## src/rtl/aud_clkdiv_pkg.sv

```systemverilog
package aud_clkdiv_pkg;
    localparam int MULT_W = 3;
    localparam int CNT_W  = 6;

    typedef struct packed {
        logic              base48;
        logic [MULT_W-1:0] mult;
        logic              wide;
    } aclk_cfg_t;
endpackage

```

## src/rtl/aud_ratio_dec.sv

```systemverilog
module aud_ratio_dec
    import aud_clkdiv_pkg::*;
(
    input  aclk_cfg_t          cfg_i,
    output logic [CNT_W-1:0]   half_per_bit_o,
    output logic [CNT_W-1:0]   bits_per_frame_o,
    output logic               illegal_o
);
    // half_per_bit = master-clock half periods per bit = 2*ratio / bits_per_frame
    always_comb begin
        illegal_o        = 1'b0;
        half_per_bit_o   = CNT_W'(2);
        bits_per_frame_o = cfg_i.wide ? CNT_W'(48) : CNT_W'(32);
        if (!cfg_i.base48) begin
            if (cfg_i.mult > 3'd4 || cfg_i.wide) begin
                illegal_o = 1'b1;
            end else begin
                half_per_bit_o = CNT_W'(2) << (3'd4 - cfg_i.mult);
            end
        end else begin
            if (cfg_i.mult > 3'd3) begin
                illegal_o = 1'b1;
            end else if (cfg_i.wide) begin
                half_per_bit_o = CNT_W'(2) << (3'd3 - cfg_i.mult);
            end else begin
                half_per_bit_o = CNT_W'(3) << (3'd3 - cfg_i.mult);
            end
        end
    end
endmodule

```

## src/rtl/aud_mclk_gen.sv

```systemverilog
module aud_mclk_gen #(
    parameter int HALF_DIV = 2
) (
    input  logic clk,
    input  logic rst_n,
    input  logic en_i,
    output logic tick_o,
    output logic mclk_o
);
    localparam int PRE_W = (HALF_DIV > 1) ? $clog2(HALF_DIV) : 1;

    typedef struct packed {
        logic [PRE_W-1:0] cnt;
        logic             mclk;
    } mgen_t;

    mgen_t st_q, st_d;

    assign tick_o = en_i && (st_q.cnt == PRE_W'(HALF_DIV - 1));
    assign mclk_o = st_q.mclk;

    always_comb begin
        st_d = st_q;
        if (!en_i) begin
            st_d = '0;
        end else if (tick_o) begin
            st_d.cnt  = '0;
            st_d.mclk = ~st_q.mclk;
        end else begin
            st_d.cnt = st_q.cnt + PRE_W'(1);
        end
    end

    always_ff @(posedge clk or negedge rst_n) begin
        if (!rst_n) st_q <= '0;
        else        st_q <= st_d;
    end
endmodule

```

## src/rtl/aud_frame_seq.sv

```systemverilog
module aud_frame_seq
    import aud_clkdiv_pkg::*;
(
    input  logic             clk,
    input  logic             rst_n,
    input  logic             en_i,
    input  logic             tick_i,
    input  logic             stream_en_i,
    input  logic [CNT_W-1:0] half_per_bit_i,
    input  logic [CNT_W-1:0] bits_per_frame_i,
    output logic             bclk_o,
    output logic             fclk_o,
    output logic             streaming_o,
    output logic             frame_end_o
);
    typedef struct packed {
        logic             strm;
        logic [CNT_W-1:0] ph;
        logic [CNT_W-1:0] bitc;
        logic             bclk;
        logic             fclk;
    } fseq_t;

    fseq_t st_q, st_d;

    logic bit_wrap;
    assign bit_wrap    = (st_q.ph == half_per_bit_i - CNT_W'(1));
    assign frame_end_o = tick_i && st_q.strm && bit_wrap
                         && (st_q.bitc == bits_per_frame_i - CNT_W'(1));
    assign bclk_o      = st_q.bclk;
    assign fclk_o      = st_q.fclk;
    assign streaming_o = st_q.strm;

    always_comb begin
        st_d = st_q;
        if (!en_i) begin
            st_d = '0;
        end else if (tick_i) begin
            if (!st_q.strm) begin
                st_d.strm = stream_en_i;
                st_d.ph   = '0;
                st_d.bitc = '0;
            end else if (bit_wrap) begin
                st_d.ph = '0;
                if (frame_end_o) begin
                    st_d.bitc = '0;
                    st_d.strm = stream_en_i;
                end else begin
                    st_d.bitc = st_q.bitc + CNT_W'(1);
                end
            end else begin
                st_d.ph = st_q.ph + CNT_W'(1);
            end
        end
        // bit clock falls at each bit start, frame clock high in second half
        st_d.bclk = st_d.strm && (st_d.ph >= (half_per_bit_i >> 1));
        st_d.fclk = st_d.strm && (st_d.bitc >= (bits_per_frame_i >> 1));
    end

    always_ff @(posedge clk or negedge rst_n) begin
        if (!rst_n) st_q <= '0;
        else        st_q <= st_d;
    end
endmodule

```

## src/rtl/aud_clkdiv_top.sv

```systemverilog
module aud_clkdiv_top
    import aud_clkdiv_pkg::*;
#(
    parameter int HALF_DIV = 2
) (
    input  logic              clk,
    input  logic              rst_n,
    input  logic              run_en,
    input  logic              clk_hold,
    input  logic              stream_en,
    input  logic [MULT_W-1:0] ratio_mult,
    input  logic              ratio_base48,
    input  logic              frame_48,
    output logic              mclk_o,
    output logic              bclk_o,
    output logic              fclk_o,
    output logic              cfg_err_o
);
    localparam aclk_cfg_t CFG_RST = '{base48: 1'b0, mult: 3'd4, wide: 1'b0};

    aclk_cfg_t        cfg_q, cfg_d;
    logic [CNT_W-1:0] half_per_bit, bits_per_frame;
    logic             illegal, en, tick, streaming, frame_end;

    aud_ratio_dec u_dec (
        .cfg_i            (cfg_q),
        .half_per_bit_o   (half_per_bit),
        .bits_per_frame_o (bits_per_frame),
        .illegal_o        (illegal)
    );

    assign en        = run_en && !clk_hold && !illegal;
    assign cfg_err_o = illegal;

    aud_mclk_gen #(.HALF_DIV(HALF_DIV)) u_mgen (
        .clk    (clk),
        .rst_n  (rst_n),
        .en_i   (en),
        .tick_o (tick),
        .mclk_o (mclk_o)
    );

    aud_frame_seq u_seq (
        .clk              (clk),
        .rst_n            (rst_n),
        .en_i             (en),
        .tick_i           (tick),
        .stream_en_i      (stream_en),
        .half_per_bit_i   (half_per_bit),
        .bits_per_frame_i (bits_per_frame),
        .bclk_o           (bclk_o),
        .fclk_o           (fclk_o),
        .streaming_o      (streaming),
        .frame_end_o      (frame_end)
    );

    // settings are accepted while idle or exactly at a frame boundary
    always_comb begin
        cfg_d = cfg_q;
        if (!streaming || frame_end) begin
            cfg_d.base48 = ratio_base48;
            cfg_d.mult   = ratio_mult;
            cfg_d.wide   = frame_48;
        end
    end

    always_ff @(posedge clk or negedge rst_n) begin
        if (!rst_n) cfg_q <= CFG_RST;
        else        cfg_q <= cfg_d;
    end
endmodule

```

## config.mk

```make
export PLATFORM = sky130hd
export DESIGN_NAME = aud_clkdiv_top
export DESIGN_NICKNAME = d
export VERILOG_FILES = /design/src/rtl/aud_clkdiv_pkg.sv /design/src/rtl/aud_ratio_dec.sv /design/src/rtl/aud_mclk_gen.sv /design/src/rtl/aud_frame_seq.sv /design/src/rtl/aud_clkdiv_top.sv
export SDC_FILE = /design/constraint.sdc
export NUM_CORES = 1
export LEC_CHECK = 0
export BUFFER_PORTS_ARGS = -buffer_cell sky130_fd_sc_hd__buf_2
export CAP_MARGIN = 15
export CORE_MARGIN = 2
export CORE_UTILIZATION = 54
export DETAILED_ROUTE_END_ITERATION = 7
export PLACE_DENSITY = 0.8
export SLEW_MARGIN = 20
export SYNTH_ARGS = -nofsm -noshare
export SYNTH_HDL_FRONTEND = slang
export SYNTH_SLANG_ARGS = --single-unit
```

## constraint.sdc

```tcl
create_clock -name clk -period 4.3 [get_ports clk]
set_clock_uncertainty 0.2 [all_clocks]
set_input_delay 0.215 -clock clk [delete_from_list [all_inputs] [get_ports clk]]
set_output_delay 0.215 -clock clk [all_outputs]
set_load 0.005 [all_outputs]
```

==> results.json, run 1 <==
{
  "pin_count": 14,
  "cts_sinks": 22,
  "synth-simple-area-share_pct": 28.0,
  "final_cells": 267,
  "slowest_delay_ns": 0.59,
  "final-setup-viol-count": 0,
  "fin_util_pct": 67.3,
  "nets": 245,
  "clk_pin_slew_ns": 0.13,
  "fillCellCount": 262,
  "cp_max_fo": 5,
  "grt_max_degree": 23,
  "crit_arrival_ns": 4.22,
  "die_w_um": 60.8,
  "min_path_type": "in -> reg",
  "cp.required_ns": 4.32,
  "synth_xor_area_share_pct": 3.02,
  "yosys_register_bits": 22,
  "first_iter_violations": 116,
  "synth_nets": 218,
  "postSynthAreaPerCell_um2": 8.83,
  "routedWlPerCell_um": 15.4,
  "endpoint_kind": "register",
  "synth_mux_area_share_pct": 2.52,
  "rsz0062_at_grt": "yes",
  "p_leak_nw": 0.866,
  "first_pass_iters": 4,
  "start_util_pct": 57.0,
  "worstMarginPinSlew_ns": 0.523,
  "critPathTopFamily": "compound AO/OA/AOI/OAI gates",
  "dieArea_um2": 3690,
  "peakVddDrop_v": 0.000193,
  "synth_top_family_by_area": "simple AND/OR/NAND/NOR gates",
  "wl_mm": 4.10,
  "core_area_um2": 3050,
  "place_congestion": 0.841,
  "placed_area_um2": 1870,
  "startpoint_type": "register",
  "total_power_uw": 460,
  "synth_fa_ha_area_share_pct": 7.91,
  "grt_pass1_wl_mm": 6.62,
  "cts_htree_levels": 1,
  "yosysWarnings": 0,
  "design_area_um2": 2050,
  "cts_buffers": 3,
  "max_slew_margin_pct": 65.1,
  "netlist_top_cells_count": "dfrtp_1 (21), nor2_1 (21), nand2_1 (14)",
  "tritoncts": "yes",
  "syn_area_um2": 1740,
  "synth_ff_type": "dfrtp_1",
  "rows": 20,
  "path_buf_inv": 1,
  "crit_type": "reg -> reg",
  "synthCells": 197,
  "hpwlAfterDp_mm": 2.96,
  "synthTopCellsByArea": "dfrtp_1 (30%), ha_1 (7.9%), nor2_1 (4.5%)",
  "drv_slew": 0,
  "drc": 0,
  "area_growth_pct": 18.0,
  "yosysSeqAreaShare_pct": 31.7,
  "maxClockFrequency_mhz": 238,
  "p_per_area_nw_per_um2": 224,
  "hold_viol": 0,
  "slowest_stage": "dfstp_2",
  "n_antenna_cell": 0,
  "drtAntennaViolNets": 0,
  "via_count": 1594,
  "die_h_um": 60.8,
  "antenna_found_initial": 0,
  "post-synth-top-area-fraction_pct": 30.2,
  "setup_ws_ns": 0.0991,
  "yosys.area.top_type": "dfrtp_1",
  "grtUsageTotal_pct": 24.1,
  "clockBufferDepth": 2,
  "async_flop_share_pct": 100,
  "cts-root-buf": "clkbuf_4",
  "drive_above_1_share_pct": 22.4,
  "path_cells": "inv_2 -> ha_4 -> or3b_4 -> o211a_1 -> or3_1 -> a311o_1 -> a21oi_2 -> a211o_1 -> nand2_2 -> o21a_1 -> ha_1 -> nand2b_4 -> a21o_1 -> a21o_1 -> a21oi_2 -> nor2b_1 -> o31a_1",
  "synth_compound_area_share_pct": 22.1,
  "synth_edf_count": 0,
  "ff2ff_setup_slack_ns": 0.1,
  "cap_viol_max_count": 0,
  "period_needed_ns": 4.20,
  "place_ws_ns": -0.0375,
  "status": "completed",
  "clk_latency_ns": 0.33,
  "vias_per_cell": 5.97,
  "yosys.cell_types.count": 56,
  "period_share_pct": 97.7,
  "grt_pass1_vias": 1422,
  "dp.cells": 254,
  "overflow": 0,
  "io_buffer_count": 13
}
[kinds of logic after synthesis]
group | after synthesis
adder cells (fa/ha/maj) | 11
AND/OR/NAND/NOR | 87
AO/OA/AOI/OAI | 51
multiplexers | 4
XOR/XNOR | 6
buffers and inverters | 16
flip-flops | 22
[per-layer routing]
| metal | GRT usage, % | up-vias | part of all wire [%] |
|---|---|---|---|
| li1 | - | 782 | - |
| met1 | 31.2 | 755 | 45 |
| met2 | 41.6 | 47 | 49 |
| met3 | 4.05 | 10 | 4.3 |
| met4 | 6.52 | 0 | 1.4 |
| met5 | 0 | - | 0 |
[registers in the layout, indices dropped and copies added, names as in the netlist]
signal             count
cfg_q                  5
u_seq.streaming_o      1
u_mgen.mclk_o          1
u_seq.bclk_o           1
u_mgen.st_q            1
u_seq.st_q            12
u_seq.fclk_o           1
[report_power, final]
part	leakage (nW)	total, mW	switching [mW]	internal [mW]
logic	0.543	0.0792	0.0413	0.0379
registers	0.294	0.215	0.00492	0.210
clock network	0.0279	0.166	0.0713	0.0944
[per-stage QoR]
| stage | hold WS [ns] | setup TNS, ns |
|---|---|---|
| floorplan | -0.281 | 0 |
| CTS | 0.139 | 0 |
| finish | 0.146 | 0 |
| global placement | 0.00744 | 0 |
| global route | 0.151 | -0.0667 |
| detailed placement | 0.0168 | -0.0375 |
[worst min-delay path, delay by kind of cell]
kind | cells | cell delay [ns]
buffers and inverters | 2 | 0.27
AND/OR/NAND/NOR | 2 | 0.16
[layout by cell type (no fill, tap or decap), types with 4 or more instances in the layout]
cell           synthesis  routed
o21ai_0                8       6
a21oi_1                6       4
buf_2                  3      13
and3_1                 6       6
o31ai_1                4       4
nor2_1                21      20
nand3_1                9       9
a211oi_1               4       4
dlygate4sd3_1          0       6
nand2_1               14      13
nor2b_1                4       4
nor3_1                 6       6
o21ai_1                5       7
inv_1                  7       6
dfrtp_1               21      21
buf_4                  1      12
ha_1                  11      10
[cell type report]
type	instances	area (µm²)	area share (%)
tap	44	55.1	2.68
inverter	7	26.3	1.28
timing repair buffer	31	215	10.5
clock inverter	1	30.0	1.46
multi-input combinational	159	1150	56.1
sequential	22	552	26.9
clock buffer	3	22.5	1.10
[what timing repair did]
action,CTS,global route
pin swaps,2,12
setup buffers,2,1
endpoints found under the setup margin,1,2
hold buffers,6,0
endpoints found under the hold margin,27,0
gates resized for setup,0,11
[path summary, 6_finish.rpt]
kind,cells after the start,to,from
max,17,u_seq.bclk_o$_DFF_PN0_,cfg_q[3]$_DFFE_PN1P_
min,4,u_seq.st_q[4]$_DFF_PN0_,clk_hold
max reg2reg,17,u_seq.bclk_o$_DFF_PN0_,cfg_q[3]$_DFFE_PN1P_
min reg2reg,2,u_mgen.mclk_o$_DFFE_PN0P_,u_mgen.mclk_o$_DFFE_PN0P_
max in group asynchronous,2,cfg_q[3]$_DFFE_PN1P_,rst_n
min in group asynchronous,2,u_seq.st_q[10]$_DFF_PN0_,rst_n
No activity file was read; power rests on OpenSTA's default activity.
==> run 2, diff against run 1 <==
CORE_UTILIZATION = 60   (was 54)
GPL_ROUTABILITY_DRIVEN = 1   (was not set)
PLACE_DENSITY = 0.84   (was 0.8)
SETUP_SLACK_MARGIN = 0.15   (was not set)
clock period = 4 ns   (was 4.3 ns; I/O delays follow)
==> run 2 against run 1 <==
  * The flow now finishes with violations (setup timing)
  * Register-to-register slack got worse by 0.28 ns
  * First-iteration DRC count up 0.86%
  * Critical path depth unchanged
  * Sequential share of layout area is 0.36 points lower
  * Worst setup slack lost 0.28 ns
  * Clock-buffer cell count did not move
  * Via count increased by 5.9%
  * Non-clock buffer count up 5
  * Critical endpoint unchanged
==> results.json, run 2 (same netlist as run 1, synthesis figures left out) <==
{
  "status": "finished, violations left",
  "violations": "setup timing",
  "cpMostUsedCell": "a21o_1",
  "worst_hold_slack_ns": 0.146,
  "drv_slew": 0,
  "path_cells": "inv_4 -> ha_4 -> or3b_1 -> o211a_1 -> or3_1 -> a311o_1 -> a21oi_1 -> a211o_1 -> buf_4 -> a32oi_1 -> nor2_1 -> ha_1 -> a21o_1 -> a21o_1 -> a21oi_2 -> nor2b_1 -> o31a_1",
  "drtAntennaViolNets": 0,
  "multi_input_area_um2": 1150,
  "drive_above_1_share_pct": 23.7,
  "hpwlAfterDp_mm": 3.30,
  "routedWlPerCell_um": 17.4,
  "cts-root-buf": "clkbuf_4",
  "hold_viol": 0,
  "total_power_uw": 499,
  "startpoint_type": "register",
  "final_cells": 259,
  "area_growth_pct": 19.6,
  "cts_sinks": 22,
  "switching_share_pct": 25.7,
  "crit_type": "reg -> reg",
  "final_common_cell": "dfrtp_1",
  "fillCellCount": 196,
  "combPwrFrac_pct": 18.3,
  "fin_util_pct": 75.5,
  "layout_common_cells": "dfrtp_1 (21), nor2_1 (20), buf_4 (16)",
  "maxClockFrequency_mhz": 239,
  "ff2ff_setup_slack_ns": -0.18,
  "io_buffer_count": 13,
  "clock_power_share_pct": 35.5,
  "reg_top3": "u_seq.st_q: 12 flops, cfg_q: 5 flops",
  "wl_mm": 4.50,
  "final-setup-viol-count": 2,
  "antenna_found_initial": 0,
  "power.switching_uw": 129,
  "design_area_um2": 2080,
  "placed_area_um2": 1930,
  "cp.required_ns": 4.02,
  "endpoint_kind": "register",
  "whs_endpoint": "u_seq.streaming_o$_DFF_PN0_",
  "min_path_type": "in -> reg",
  "slowest_stage": "dfstp_2",
  "dp.cells": 246,
  "p_int_uw": 371,
  "first_pass_iters": 4,
  "setup_ws_ns": -0.179,
  "worstHoldStart": "stream_en",
  "finalSetupTns_ns": -0.280,
  "overflow": 0,
  "core_area_um2": 2760,
  "place_congestion": 0.884,
  "clk_pin_slew_ns": 0.13,
  "cp_max_fo": 5,
  "worstMarginPinSlew_ns": 0.526,
  "worstHoldPathCells": 3,
  "reg2reg_from": "cfg_q[3]$_DFFE_PN1P_",
  "p_per_area_nw_per_um2": 240,
  "crit_arrival_ns": 4.20,
  "period_needed_ns": 4.18,
  "die_h_um": 57.9,
  "slowest_delay_ns": 0.61,
  "vias_per_cell": 6.52,
  "p_leak_nw": 0.889,
  "start_util_pct": 63.1,
  "cap_viol_max_count": 0,
  "nets": 250,
  "seq_area_um2": 552,
  "grtUsageTotal_pct": 29.9,
  "drc": 0,
  "tritoncts": "yes",
  "n_antenna_cell": 0,
  "r2r_end": "u_seq.bclk_o$_DFF_PN0_",
  "clockBufferDepth": 2,
  "dieArea_um2": 3350,
  "grt_pass1_wl_mm": 7.70,
  "via_count": 1688,
  "cts_buffers": 3,
  "regMostFlops": "u_seq.st_q",
  "grt_max_degree": 23,
  "clk_latency_ns": 0.32,
  "rows": 19,
  "die_w_um": 57.9,
  "grt_pass1_vias": 1701,
  "p_seq_share_pct": 46.2,
  "cts_htree_levels": 1,
  "first_iter_violations": 117,
  "period_share_pct": 104,
  "rr_worst_depth": 17,
  "max_slew_margin_pct": 64.9,
  "place_ws_ns": -0.216,
  "peakVddDrop_v": 0.000244,
  "pin_count": 14,
  "rsz0062_at_grt": "yes",
  "largest_reg_flops": 12
}
[run 2: layout make-up]
| type | instances | share of cell area, % |
|---|---|---|
| multi-input combinational | 159 | 55.4 |
| timing repair buffer | 36 | 12.3 |
| clock buffer | 3 | 1.08 |
| clock inverter | 1 | 1.44 |
| sequential | 22 | 26.5 |
| tap | 31 | 1.86 |
| inverter | 7 | 1.38 |
[run 2: worst max-delay path, delay by kind of cell (launching register included)]
family                   cells  cell delay (ns)
AO/OA/AOI/OAI                9             1.60
AND/OR/NAND/NOR              4             0.95
flip-flops                   1             0.61
adder cells (fa/ha/maj)      2             0.52
buffers and inverters        2             0.20
[run 2: worst max-delay path by stage]
stage / start / to / slack, ns / cells after the start
after floorplan: cfg_q[3]$_DFFE_PN1P_ / u_seq.bclk_o$_DFF_PN0_ / -0.12 / 18
after global placement: cfg_q[3]$_DFFE_PN1P_ / u_seq.bclk_o$_DFF_PN0_ / -0.05 / 17
after detailed placement: cfg_q[3]$_DFFE_PN1P_ / u_seq.bclk_o$_DFF_PN0_ / -0.22 / 17
after CTS: cfg_q[3]$_DFFE_PN1P_ / u_seq.bclk_o$_DFF_PN0_ / -0.15 / 17
after global routing: cfg_q[3]$_DFFE_PN1P_ / u_seq.bclk_o$_DFF_PN0_ / -0.29 / 17
final: cfg_q[3]$_DFFE_PN1P_ / u_seq.bclk_o$_DFF_PN0_ / -0.18 / 17
[run 2: layer usage]
metal	global-route usage (%)	wire length, µm
met5	0	0
met4	11.0	104
met3	5.13	220
met2	53.2	2340
met1	36.1	1830
[run 2: timing repair]
action | 4_1_cts | 5_1_grt
gates resized for setup | 3 | 3
setup endpoints to repair | 2 | 6
setup buffers | 1 | 2
hold endpoints to repair | 27 | 0
pin swaps | 3 | 2
hold buffers | 6 | 0
[run 2: power groups by stage]
stage | clock, mW | combinational [mW] | sequential [mW]
finish | 0.177 | 0.0913 | 0.231
global placement | 0 | 0.0743 | 0.235
detailed placement | 0 | 0.0802 | 0.235
global route | 0.185 | 0.0998 | 0.231
floorplan | 0 | 0.0518 | 0.234
CTS | 0.178 | 0.0880 | 0.231
==> run 3, diff against run 2 <==
--- a/config.mk
+++ b/config.mk
@@ -9,8 +9,9 @@
 export CAP_MARGIN = 15
 export CORE_MARGIN = 2
-export CORE_UTILIZATION = 60
+export CORE_UTILIZATION = 55
 export DETAILED_ROUTE_END_ITERATION = 7
 export GPL_ROUTABILITY_DRIVEN = 1
-export PLACE_DENSITY = 0.84
+export HOLD_SLACK_MARGIN = 0.1
+export PLACE_DENSITY = 0.78
 export SETUP_SLACK_MARGIN = 0.15
 export SLEW_MARGIN = 20
==> constraint.sdc (replaced) <==
create_clock -name clk -period 4 [get_ports clk]
set_clock_uncertainty 0.2 [all_clocks]
set_input_delay 0.6 -clock clk [delete_from_list [all_inputs] [get_ports clk]]
set_output_delay 0.6 -clock clk [all_outputs]
set_load 0.005 [all_outputs]
==> run 3 against run 2 <==
  * The run still ends with setup timing left
  * Maximum frequency fell by 0.45%
  * Wire length fell by 2.7%
  * Sequential share of layout area fell by 0.33 points
  * Sequential cell count did not move
  * Global-route usage fell by 2.6 points
  * Critical path type unchanged
  * Highest routed layer unchanged
==> results.json, run 3 (same netlist as run 1, synthesis figures left out) <==
{
  "r2r_end": "u_seq.bclk_o$_DFF_PN0_",
  "grt_pass1_vias": 1655,
  "startpoint_type": "register",
  "violations": "setup timing",
  "p_per_area_nw_per_um2": 235,
  "worstHoldStart": "frame_48",
  "overflow": 0,
  "rsz0062_at_grt": "yes",
  "reg_top3": "u_seq.st_q: 12 flops, cfg_q: 5 flops",
  "period_needed_ns": 4.20,
  "rows": 20,
  "clockBufferDepth": 2,
  "crit_arrival_ns": 4.21,
  "ff2ff_setup_slack_ns": -0.20,
  "endpoint_kind": "register",
  "first_pass_iters": 4,
  "nets": 246,
  "cap_viol_max_count": 0,
  "rr_worst_depth": 17,
  "drv_slew": 0,
  "largest_reg_flops": 12,
  "cts_sinks": 22,
  "worstHoldPathCells": 3,
  "cts_buffers": 3,
  "cts-root-buf": "clkbuf_4",
  "clk_pin_slew_ns": 0.13,
  "die_w_um": 60.3,
  "peakVddDrop_v": 0.000148,
  "grt_max_degree": 23,
  "start_util_pct": 57.5,
  "area_growth_pct": 21.1,
  "reg2reg_from": "cfg_q[3]$_DFFE_PN1P_",
  "placed_area_um2": 1940,
  "die_h_um": 60.3,
  "maxClockFrequency_mhz": 238,
  "whs_endpoint": "cfg_q[0]$_DFFE_PN0P_",
  "place_congestion": 0.881,
  "n_antenna_cell": 0,
  "finalSetupTns_ns": -0.198,
  "top_layer_used": "met4",
  "dr_wl_met2_mm": 2.24,
  "pin_count": 14,
  "hpwlAfterDp_mm": 3.11,
  "grt_pass1_wl_mm": 7.52,
  "setup_ws_ns": -0.198,
  "io_buffer_count": 13,
  "startpoint": "cfg_q[3]$_DFFE_PN1P_",
  "status": "finished, violations left",
  "tritoncts": "yes",
  "antenna_found_initial": 0,
  "period_share_pct": 105,
  "regMostFlops": "u_seq.st_q",
  "design_area_um2": 2110,
  "via_count": 1654,
  "cp_max_fo": 4,
  "drtAntennaViolNets": 0,
  "p_leak_nw": 0.875,
  "dieArea_um2": 3630,
  "cts_htree_levels": 1,
  "core_area_um2": 3030,
  "grtUsageTotal_pct": 27.4,
  "min_path_type": "in -> reg",
  "layout_common_cells": "dfrtp_1 (21), nor2_1 (20), buf_4 (17)",
  "vias_per_cell": 6.17,
  "place_ws_ns": -0.164,
  "wl_met1_mm": 1.89,
  "drive_above_1_share_pct": 27.7,
  "routedWlPerCell_um": 16.3,
  "drc": 0,
  "first_iter_violations": 99,
  "crit_type": "reg -> reg",
  "final-setup-viol-count": 1,
  "hold_viol": 0,
  "cp.required_ns": 4.01,
  "worstMarginPinSlew_ns": 0.560,
  "clk_latency_ns": 0.31,
  "max_slew_margin_pct": 62.5,
  "met3_length_um": 190,
  "wl_mm": 4.37,
  "final_common_cell": "dfrtp_1"
}
run 3: worst max-delay path by stage:
stage                                   endpoint  slack (ns)
after floorplan           u_seq.bclk_o$_DFF_PN0_       -0.12
after global placement    u_seq.bclk_o$_DFF_PN0_       -0.05
after detailed placement  u_seq.bclk_o$_DFF_PN0_       -0.16
after CTS                 u_seq.bclk_o$_DFF_PN0_       -0.16
after global routing      u_seq.bclk_o$_DFF_PN0_       -0.34
final                     u_seq.bclk_o$_DFF_PN0_       -0.20
run 3: what timing repair did:
item | CTS | global route
gates resized for setup | 6 | 11
setup buffers | 3 | 1
endpoints found under the hold margin | 21 | 0
hold buffers | 1 | 0
endpoints found under the setup margin | 2 | 6
pin swaps | 3 | 3
run 3: power breakdown:
| group | total, mW | switching [mW] | internal, mW |
|---|---|---|---|
| combinational | 0.0893 | 0.0480 | 0.0413 |
| sequential | 0.231 | 0.00483 | 0.226 |
| clock | 0.174 | 0.0727 | 0.101 |
| total | 0.494 | 0.126 | 0.369 |
run 3: layout make-up:
| cell class | instances | area (µm²) |
|---|---|---|
| sequential | 22 | 552 |
| clock buffer | 3 | 22.5 |
| multi-input combinational | 159 | 1200 |
| tap | 44 | 55.1 |
| fill | 248 | 921 |
| inverter | 7 | 28.8 |
| clock inverter | 1 | 30.0 |
| timing repair buffer | 32 | 218 |
run 3: metrics by stage:
stage,total power [mW],hold slack [ns],std cells,util [%]
floorplan,0.286,0.104,197,-
global route,0.513,0.280,268,69.6
global placement,0.309,0.308,259,64.1
detailed placement,0.313,0.316,259,64.1
finish,0.494,0.279,268,69.6
CTS,0.488,0.284,267,67.6
run 3: routing by layer:
metal | global-route usage [%] | vias to the layer above
met1 | 35.0 | 798
met2 | 48.3 | 57
met4 | 7.94 | 0
met3 | 2.81 | 6
li1 | - | 793
met5 | 0 | -
run 3: critical path, cell delays in order, from the launching register on:
cell	delay, ns
dfstp_2	0.61
inv_4	0.05
ha_4	0.26
or3b_4	0.37
o211a_1	0.23
or3_1	0.35
a311o_1	0.29
a21oi_2	0.12
a211o_1	0.18
nand2_4	0.07
o21a_1	0.22
ha_1	0.28
nand2b_4	0.14
a21o_1	0.16
a21o_1	0.17
a21oi_2	0.12
nor2b_1	0.05
o31a_1	0.24
